[src/rtl/erase_pkg.sv]
package erase_pkg;
  localparam logic [7:0] OP_STATUS = 8'h05;
  localparam logic [7:0] OP_WREN   = 8'h06;
  localparam logic [7:0] OP_CHIP   = 8'hC7;
  localparam logic [7:0] OP_SMALL  = 8'h20;
  localparam logic [7:0] OP_LARGE  = 8'hD8;
  localparam logic [7:0] WIP_MASK  = 8'h01;

  typedef enum logic [2:0] {
    ST_IDLE, ST_POLL, ST_POLL_W, ST_WREN, ST_WREN_W, ST_ERASE, ST_ERASE_W
  } seq_state_t;
endpackage

[src/rtl/erase_frame_fmt.sv]
module erase_frame_fmt #(
  parameter int ADDR_W = 32,
  parameter int MAXB   = 5
) (
  input  logic [7:0]          op,
  input  logic [ADDR_W-1:0]   addr,
  input  logic                with_addr,
  input  logic                wide,
  output logic [MAXB*8-1:0]   tx,
  output logic [2:0]          ntx
);
  localparam int TXW = MAXB*8;
  logic [31:0] a32;
  assign a32 = 32'(addr);

  always_comb begin
    if (!with_addr) begin
      tx  = {op, {(TXW-8){1'b0}}};
      ntx = 3'd1;
    end else if (wide) begin
      tx  = {op, a32, {(TXW-40){1'b0}}};
      ntx = 3'd5;
    end else begin
      tx  = {op, a32[23:0], {(TXW-32){1'b0}}};
      ntx = 3'd4;
    end
  end
endmodule

[src/rtl/erase_poll_timer.sv]
module erase_poll_timer #(
  parameter longint unsigned CLK_HZ = 250_000_000,
  parameter int unsigned     WAIT_S = 40
) (
  input  logic clk,
  input  logic rst,
  input  logic clr,
  input  logic run,
  output logic expired
);
  localparam longint unsigned LIMIT = CLK_HZ * WAIT_S;
  localparam int TW = $clog2(LIMIT + 1);
  logic [TW-1:0] cnt;

  always_ff @(posedge clk) begin
    if (rst || clr) cnt <= '0;
    else if (run && cnt != TW'(LIMIT)) cnt <= cnt + 1'b1;
  end
  assign expired = (cnt == TW'(LIMIT));

  AST_CLR_RESTARTS: assert property (@(posedge clk) disable iff (rst)
    clr |=> !expired);
endmodule

[src/rtl/spi_byte_ser.sv]
module spi_byte_ser #(
  parameter int MAXB = 5
) (
  input  logic              clk,
  input  logic              rst,
  input  logic              go,
  input  logic [MAXB*8-1:0] tx,
  input  logic [2:0]        ntx,
  input  logic              rx_en,
  output logic              busy,
  output logic              done,
  output logic [7:0]        rx_byte,
  output logic              cs_n,
  output logic              sck,
  output logic              mosi,
  input  logic              miso
);
  localparam int TXW = MAXB*8;
  localparam int CW  = $clog2(TXW + 9);
  logic [TXW-1:0] sh;
  logic [CW-1:0]  bits;
  logic           ph;

  always_ff @(posedge clk) begin
    if (rst) begin
      busy <= 1'b0; done <= 1'b0; cs_n <= 1'b1; sck <= 1'b0; mosi <= 1'b0;
      ph <= 1'b0; bits <= '0; sh <= '0; rx_byte <= '0;
    end else begin
      done <= 1'b0;
      if (!busy) begin
        if (go) begin
          busy <= 1'b1; cs_n <= 1'b0; sh <= tx; mosi <= tx[TXW-1]; ph <= 1'b0;
          bits <= CW'(ntx) * CW'(8) + (rx_en ? CW'(8) : CW'(0));
        end
      end else if (!ph) begin
        sck <= 1'b1; ph <= 1'b1;
      end else begin
        sck <= 1'b0; ph <= 1'b0;
        rx_byte <= {rx_byte[6:0], miso};
        sh <= sh << 1;
        mosi <= sh[TXW-2];
        bits <= bits - 1'b1;
        if (bits == CW'(1)) begin
          busy <= 1'b0; cs_n <= 1'b1; done <= 1'b1; mosi <= 1'b0;
        end
      end
    end
  end

  AST_SCK_IDLE_LOW: assert property (@(posedge clk) disable iff (rst)
    cs_n |-> !sck);
  AST_NO_OVERLAP: assert property (@(posedge clk) disable iff (rst)
    go |-> !busy);
endmodule

[src/rtl/spi_erase_seq.sv]
module spi_erase_seq
  import erase_pkg::*;
#(
  parameter int              ADDR_W = 32,
  parameter longint unsigned CLK_HZ = 250_000_000,
  parameter int unsigned     WAIT_S = 40
) (
  input  logic              clk,
  input  logic              rst,
  input  logic              start,
  input  logic [ADDR_W-1:0] offset,
  input  logic [ADDR_W-1:0] length,
  input  logic [ADDR_W-1:0] dev_size,
  input  logic [ADDR_W-1:0] unit_size,
  input  logic              small_unit,
  output logic              busy,
  output logic              done,
  output logic              bad_range,
  output logic              timeout,
  output logic              spi_cs_n,
  output logic              spi_sck,
  output logic              spi_mosi,
  input  logic              spi_miso
);
  localparam int MAXB = 5;
  localparam logic [ADDR_W-1:0] WIDE_ABOVE = ADDR_W'(32'h0100_0000);

  seq_state_t state;
  logic [ADDR_W-1:0] addr_q, left_q, unit_q;
  logic small_q, wide_q, whole_q;
  logic [ADDR_W:0] end_sum;

  logic ser_go, ser_busy, ser_done, tm_exp, with_addr, rx_en;
  logic [7:0] ser_rx, op_sel;
  logic [MAXB*8-1:0] tx;
  logic [2:0] ntx;

  assign end_sum = {1'b0, offset} + {1'b0, length};

  always_comb begin
    ser_go = 1'b0; rx_en = 1'b0; with_addr = 1'b0; op_sel = OP_STATUS;
    unique case (state)
      ST_POLL:  begin ser_go = 1'b1; rx_en = 1'b1; end
      ST_WREN:  begin ser_go = 1'b1; op_sel = OP_WREN; end
      ST_ERASE: begin
        ser_go = 1'b1;
        if (whole_q) op_sel = OP_CHIP;
        else begin
          with_addr = 1'b1;
          op_sel = small_q ? OP_SMALL : OP_LARGE;
        end
      end
      default: ;
    endcase
  end

  erase_frame_fmt #(.ADDR_W(ADDR_W), .MAXB(MAXB)) u_fmt (
    .op(op_sel), .addr(addr_q), .with_addr(with_addr), .wide(wide_q),
    .tx(tx), .ntx(ntx));

  erase_poll_timer #(.CLK_HZ(CLK_HZ), .WAIT_S(WAIT_S)) u_timer (
    .clk(clk), .rst(rst),
    .clr(state != ST_POLL && state != ST_POLL_W),
    .run(state == ST_POLL || state == ST_POLL_W),
    .expired(tm_exp));

  spi_byte_ser #(.MAXB(MAXB)) u_ser (
    .clk(clk), .rst(rst), .go(ser_go), .tx(tx), .ntx(ntx), .rx_en(rx_en),
    .busy(ser_busy), .done(ser_done), .rx_byte(ser_rx),
    .cs_n(spi_cs_n), .sck(spi_sck), .mosi(spi_mosi), .miso(spi_miso));

  always_ff @(posedge clk) begin
    if (rst) begin
      state <= ST_IDLE; busy <= 1'b0; done <= 1'b0; bad_range <= 1'b0;
      timeout <= 1'b0; addr_q <= '0; left_q <= '0; unit_q <= '0;
      small_q <= 1'b0; wide_q <= 1'b0; whole_q <= 1'b0;
    end else begin
      done <= 1'b0;
      unique case (state)
        ST_IDLE: if (start && !done) begin
          bad_range <= 1'b0; timeout <= 1'b0;
          if (end_sum > {1'b0, dev_size}) begin
            bad_range <= 1'b1; done <= 1'b1;
          end else if (length == '0) begin
            done <= 1'b1;
          end else begin
            busy <= 1'b1; state <= ST_POLL;
            addr_q <= offset; left_q <= length; unit_q <= unit_size;
            small_q <= small_unit; wide_q <= (dev_size > WIDE_ABOVE);
            whole_q <= (length == dev_size);
          end
        end
        ST_POLL:  state <= ST_POLL_W;
        ST_POLL_W: if (ser_done) begin
          if ((ser_rx & WIP_MASK) == 8'h00) state <= ST_WREN;
          else if (tm_exp) begin
            timeout <= 1'b1; done <= 1'b1; busy <= 1'b0; state <= ST_IDLE;
          end else state <= ST_POLL;
        end
        ST_WREN:   state <= ST_WREN_W;
        ST_WREN_W: if (ser_done) state <= ST_ERASE;
        ST_ERASE:  state <= ST_ERASE_W;
        ST_ERASE_W: if (ser_done) begin
          if (whole_q || left_q <= unit_q) begin
            done <= 1'b1; busy <= 1'b0; state <= ST_IDLE;
          end else begin
            addr_q <= addr_q + unit_q; left_q <= left_q - unit_q;
            state <= ST_POLL;
          end
        end
        default: state <= ST_IDLE;
      endcase
    end
  end

  AST_REJECT_QUIET: assert property (@(posedge clk) disable iff (rst)
    (bad_range && !busy) |-> spi_cs_n);
  AST_TIMEOUT_QUIET: assert property (@(posedge clk) disable iff (rst)
    (timeout && !busy) |-> (spi_cs_n && !ser_busy));
  AST_DONE_PULSE: assert property (@(posedge clk) disable iff (rst)
    done |=> !done);
  AST_DONE_NOT_BUSY: assert property (@(posedge clk) disable iff (rst)
    done |-> !busy);
endmodule

[config.mk]
export PLATFORM = sky130hd
export DESIGN_NAME = spi_erase_seq
export DESIGN_NICKNAME = d
export VERILOG_FILES = /design/src/rtl/erase_pkg.sv /design/src/rtl/erase_frame_fmt.sv /design/src/rtl/erase_poll_timer.sv /design/src/rtl/spi_byte_ser.sv /design/src/rtl/spi_erase_seq.sv
export SDC_FILE = /design/constraint.sdc
export NUM_CORES = 1
export LEC_CHECK = 0
export ABC_AREA = 1
export BUFFER_PORTS_ARGS = -buffer_cell sky130_fd_sc_hd__buf_2
export CAP_MARGIN = 30
export CORE_UTILIZATION = 43
export DETAILED_ROUTE_END_ITERATION = 16
export PLACE_DENSITY = 0.62
export SLEW_MARGIN = 20
export SYNTH_ARGS = -nofsm -noshare
export SYNTH_HDL_FRONTEND = slang
export SYNTH_SLANG_ARGS = --single-unit
[constraint.sdc]
create_clock -name clk -period 4.2 [get_ports clk]
set_input_delay 0.42 -clock clk [delete_from_list [all_inputs] [get_ports clk]]
set_output_delay 0.42 -clock clk [all_outputs]
set_load 0.01 [all_outputs]
# Word level (Yosys, flattened, before mapping)
# Cells that the tools add are included.
# op_classes
addsub	6
n_lt_le_gt_ge	3
n_eq_ne	24
n_mux	79
bitwise_logic	4
reduce_logical	25
# op_table
cell	count
two-way mux 32 bit	12
case mux 32 bit (2 select lines)	2
two-way mux 39 bit	3
two-way mux 1 bit	43
adder 34 x 1 -> 34 bit, second input constant	1
equality test 34 bit, second input constant	1
!= test 34 bit, second input constant	1
adder 32 x 32 -> 33 bit	1
greater-than comparator 33 x 32 -> 1 bit	1
adder 32 bit	1
equality test 32 bit	1
greater-than comparator 32 x 25 -> 1 bit, second input constant	1
less-or-equal comparator 32 bit	1
zero test 32 bit	1
subtractor 32 bit	1
two-way mux 3 bit	7
case mux 3 bit (7 select lines)	1
two-way mux 6 bit	3
!= test 2 bit, second input constant	9
two-way mux 8 bit	2
case mux 8 bit (2 select lines)	1
AND reduction 6 bit	2
equality test 3 bit, second input constant	3
AND reduction 9 bit	1
25 further kinds	41
# totals
ff_bits	192
in_bits	133
output_inout_bits	7
word_cells	162

# Depth between registers and ports, before layout
# depth
ltp_word	6
mapped_depth	31

# By module
# From an unflattened synthesis, not the netlist that was laid out.
# unflattened
hier_cells	2783
area_unflattened_um2	17156.5
# modules_own_cells
module	instances	cells_per_inst	area_each_um2	seq_area_each_um2
spi_erase_seq	1	1909	11528.6	2122.0
spi_byte_ser	1	326	2498.6	1181.1
erase_poll_timer	1	435	2472.4	680.7
erase_frame_fmt	1	113	656.9	0.0

# Worst setup path after synthesis
# OpenSTA, ideal clock, no wires.
# synth_path
path_type	input port to flip-flop
start	input offset[0]
end	register addr_q[21]
setup_ps	113
t_arrival_ps	3518
setup_slack_ps	569
path_stages	26
n_path_buf	2
cell_sequence	ha_1 inv_1 fa_1 inv_1 nand3_1 nand2_1 nand2_1 nand2_1 nand2_1 nand3_1 a21oi_1 o21bai_1 a21oi_1 xnor2_1 ha_1 nand2_1 nor2_1 nand4_1 nor3_1 nand4_1 nand3_2 nand3_1 buf_4 buf_4 nor2_1 nor2_1
# synth_via
elab_chain_cells	4
# synth_lines
element	line	source
from (decl)	spi_erase_seq.sv:11	input logic [ADDR_W-1:0] offset,
adder 32 x 32 -> 33 bit	spi_erase_seq.sv:38	assign end_sum = {1'b0, offset} + {1'b0, length};
greater-than comparator 33 x 32 -> 1 bit	spi_erase_seq.sv:82	if (end_sum > {1'b0, dev_size}) begin
!= test 2 bit (no source line)	--	
AND reduction 6 bit (no source line)	--	
to (signal assigned)	spi_erase_seq.sv:88	addr_q <= offset; left_q <= length; unit_q <= unit_size;
to (signal assigned)	spi_erase_seq.sv:107	addr_q <= addr_q + unit_q; left_q <= left_q - unit_q;
to (decl)	spi_erase_seq.sv:29	logic [ADDR_W-1:0] addr_q, left_q, unit_q;
# No other way between the ends.
# A chain may end at the register's enable or synchronous reset.

# Final worst setup path
# layout_path
start	input length[0]
end	register left_q[30]
# layout_via
elab_chain_cells	4
word_cells_on_any_way	6
cone_classes	add/sub: 1; order compare: 1; eq/ne: 2; reduce/logical: 2
# layout_lines
element	line	source
from (decl)	spi_erase_seq.sv:12	input logic [ADDR_W-1:0] length,
adder 32 x 32 -> 33 bit	spi_erase_seq.sv:38	
greater-than comparator 33 x 32 -> 1 bit	spi_erase_seq.sv:82	
!= test 2 bit (no source line)	--	
AND reduction 6 bit (no source line) (*)	--	
to (signal assigned)	spi_erase_seq.sv:88	
to (signal assigned)	spi_erase_seq.sv:107	
to (decl)	spi_erase_seq.sv:29	
# Every way passes the cells marked *; elsewhere a longest branch is shown, timed or not.

==> flow_metrics.py <==
metrics = {
    "outcome": {
        "outcome": "completed",
    },
    "hold_path": {
        "hold_class": "in2reg",
        "hold_depth": 3,
        "hold_end": "unit_q[22]",
        "min_from": "unit_size[22]",
    },
    "global_route": {
        "grt_pass1_vias": 18500,
        "grt_pass1_wl_mm": 100,
        "antenna_found_initial": 0,
        "grt_start_max_net_pins": 84,
        "grt_overflow": 0,
        "grt_usage": 0.319,
    },
    "cts": {
        "clk_latency_ns": 0.48,
        "htree_num_levels": 4,
        "cts-root-buf": "clkbuf_16",
        "clock-sinks": 192,
        "clock_path_buffers": 2,
        "cts.reportedPaths.clkPinSlew_ns": 0.07,
        "cts_made_buffers": 17,
        "cts_tree": "yes",
    },
    "power": {
        "power_switching_mw": 6.21,
        "p_int_mw": 5.54,
        "p_per_area_nw_per_um2": 606,
        "combPwrFrac": 0.621,
        "peakVddDrop_mv": 0.306,
        "pwr-share-seq": 0.234,
        "clkPwrFrac": 0.144,
        "switching_share": 0.528,
        "p_leak_nw": 9.57,
    },
    "sta": {
        "postLayoutSetupSlackWorst_ns": 0.362,
        "maxSlewHeadroom": 0.369,
        "slew_violations": 0,
        "hold_viol_final": 0,
        "fin_skew_ns": 0.0193,
        "finalSetupViolations": 0,
        "fin_crit_ns": 3.84,
        "rsz0062_at_grt": "no",
        "fin_crit_sh": 0.914,
        "fmax_mhz": 261,
        "worst_pin_slew_ns": 0.947,
    },
    "finish": {
        "final_common_cell": "nand2_1",
        "fill_cells": 4171,
        "nets": 3291,
        "drive_above_1_share": 0.105,
        "num_antenna_cells": 0,
        "syn_to_final_growth_pct": 14.5,
        "final_cell_mix": "nand2_1 (896), inv_1 (382), a21oi_1 (276), nor2_1 (238), dfxtp_1 (192)",
        "stdcell_count": 3554,
    },
    "critical_path": {
        "ff2ff_path_depth": 17,
        "start_kind": "primary input",
        "critPathSlowestCell": "fa_1",
        "rrSetupSlack_ns": 0.96,
        "crit_type": "in2reg",
        "rr_startpoint": "left_q[0]",
        "critPathMostFrequentCell": "nand2_1",
        "critical_path_arrival_ns": 4.14,
        "worstReg2RegEnd": "left_q[22]",
        "endpoint_kind": "flip-flop",
        "slowest_delay_ns": 0.38,
        "cp_max_fo": 27,
        "cp.required_ns": 4.50,
    },
    "logic_synthesis": {
        "ys_seq_area_frac": 0.227,
        "syn-num-nets": 3116,
        "synth.avg_cell_area_um2": 5.95,
        "yosys_register_bits": 192,
        "ys_types": 51,
        "synth_flop_cell": "dfxtp_1",
        "async_flop_share": 0,
        "syn_inst": 2848,
        "synth_edf_count": 0,
        "syn_area_um2": 16900,
        "yosysWarnings": 0,
    },
    "floorplanning": {
        "core_area_um2": 38700,
        "die_area_um2": 40200,
        "die_y_um": 200,
        "start_util": 0.437,
        "rows": 72,
        "die_w_um": 200,
        "ios": 140,
    },
    "route": {
        "wl_per_cell_um": 18.1,
        "drt_pass1_iterations": 6,
        "first_iter_violations": 1419,
        "drc_errors": 0,
        "vias_per_cell": 5.40,
        "drt-total-wl_mm": 64.3,
        "route.vias.total": 19200,
        "postRouteAntennaNets": 0,
    },
    "job": {
        "drv_cap": 0,
    },
    "placement": {
        "numPlacedInstances": 3521,
        "gp_congestion": 0.961,
        "port_buffers": 139,
        "hpwl_mm": 51.9,
        "pre_cts_ws_ns": -0.140,
    },
}
==> per-stage QoR <==
stage               hold WS (ns)  setup TNS (ns)  cell area (um^2)  power (mW)   util
floorplan                  0.436               0             16900        7.67      -
global placement           0.440          -0.490             18800        9.80  0.485
detailed placement         0.449          -10.31             18800        9.91  0.485
CTS                        0.174               0             19400        11.6  0.500
global route               0.192               0             19400        12.8  0.501
finish                     0.198               0             19400        11.7  0.501
==> synth_stat cells, types with 14 or more instances <==
cell        n  area share
o21bai_1   14      0.0062
nor3_1     46       0.014
xor2_1     33       0.017
a21oi_1   276       0.082
nand2_1   897        0.20
buf_2      17      0.0050
nand4_1    84       0.031
ha_1      132       0.097
xnor2_1    43       0.022
or2_2      18      0.0066
clkbuf_1   53       0.012
nand3_1   117       0.035
dfxtp_1   192        0.23
nor2_1    238       0.053
nor4_1     32       0.012
o21ai_0   158       0.047
inv_1     384       0.085
==> flip-flops by register name (all words and copies together), names as in the netlist, 3 cells and up <==
name / flops
left_q: 32
u_ser.bits: 6
addr_q: 32
u_ser.sh: 39
u_timer.cnt: 34
unit_q: 32
state: 3
==> area by class of cell <==
type	instances	area, um^2	area share
Timing Repair Buffer	242	1590	0.0819
Clock inverter	14	148	0.00761
Tap cell	518	648	0.0334
Multi-Input combinational cell	2176	11200	0.580
Sequential cell	192	3840	0.198
Clock buffer	18	439	0.0226
Inverter	394	1480	0.0763
==> logic make-up after synthesis <==
family          count (synthesis)  share of synthesized area
fa+ha+maj                     135                      0.101
simple gates                 1471                      0.366
flops                         192                      0.227
buf+inv                       480                      0.110
mux                             1                   0.000591
compound gates                493                      0.156
xor+xnor                       76                     0.0393
==> worst max path at each step <==
| stage | cells past startpoint | start | slack, ns | to |
|---|---|---|---|---|
| after floorplan | 26 | offset[0] | 0.57 | addr_q[21] |
| after global placement | 23 | offset[15] | -0.03 | addr_q[0] |
| after detailed placement | 30 | length[0] | -0.14 | unit_q[12] |
| after CTS | 30 | length[0] | 0.34 | unit_q[12] |
| after global routing | 30 | length[0] | 0.02 | left_q[28] |
| final | 29 | length[0] | 0.36 | left_q[30] |
==> metal layers <==
metal  GRT usage  routed length, um  share of wire  vias to the layer above
li1            -                  -              -                     9596
met4       0.131               2440          0.038                        0
met1       0.407              27800           0.43                     8783
met3      0.0390               4060          0.063                      122
met2       0.543              30000           0.47                      708
met5           0                  0              0                        -
==> timing repair <==
action                                  CTS  global route
endpoints found under the hold margin     0             0
endpoints found under the setup margin    0             4
setup buffers                             0             0
hold buffers                              0             0
gates resized for setup                   0             3
==> power by group through the flow <==
stage,registers (mW),clock network (mW),logic (mW)
floorplan,2.60,0,5.07
global placement,2.77,0,7.03
detailed placement,2.78,0,7.13
CTS,2.75,1.72,7.16
global route,2.81,1.79,8.16
finish,2.75,1.69,7.30
==> worst max-delay path, delay by kind of cell <==
kind	cells	cell delay [ns]
xor gates and xnor gates	1	0.18
adders and majority gates	3	0.81
AOI/OAI and AO/OA	4	0.59
and+or+nand+nor	15	1.46
buffers and inverters	6	0.66
No activity file was read; power rests on OpenSTA's default activity.
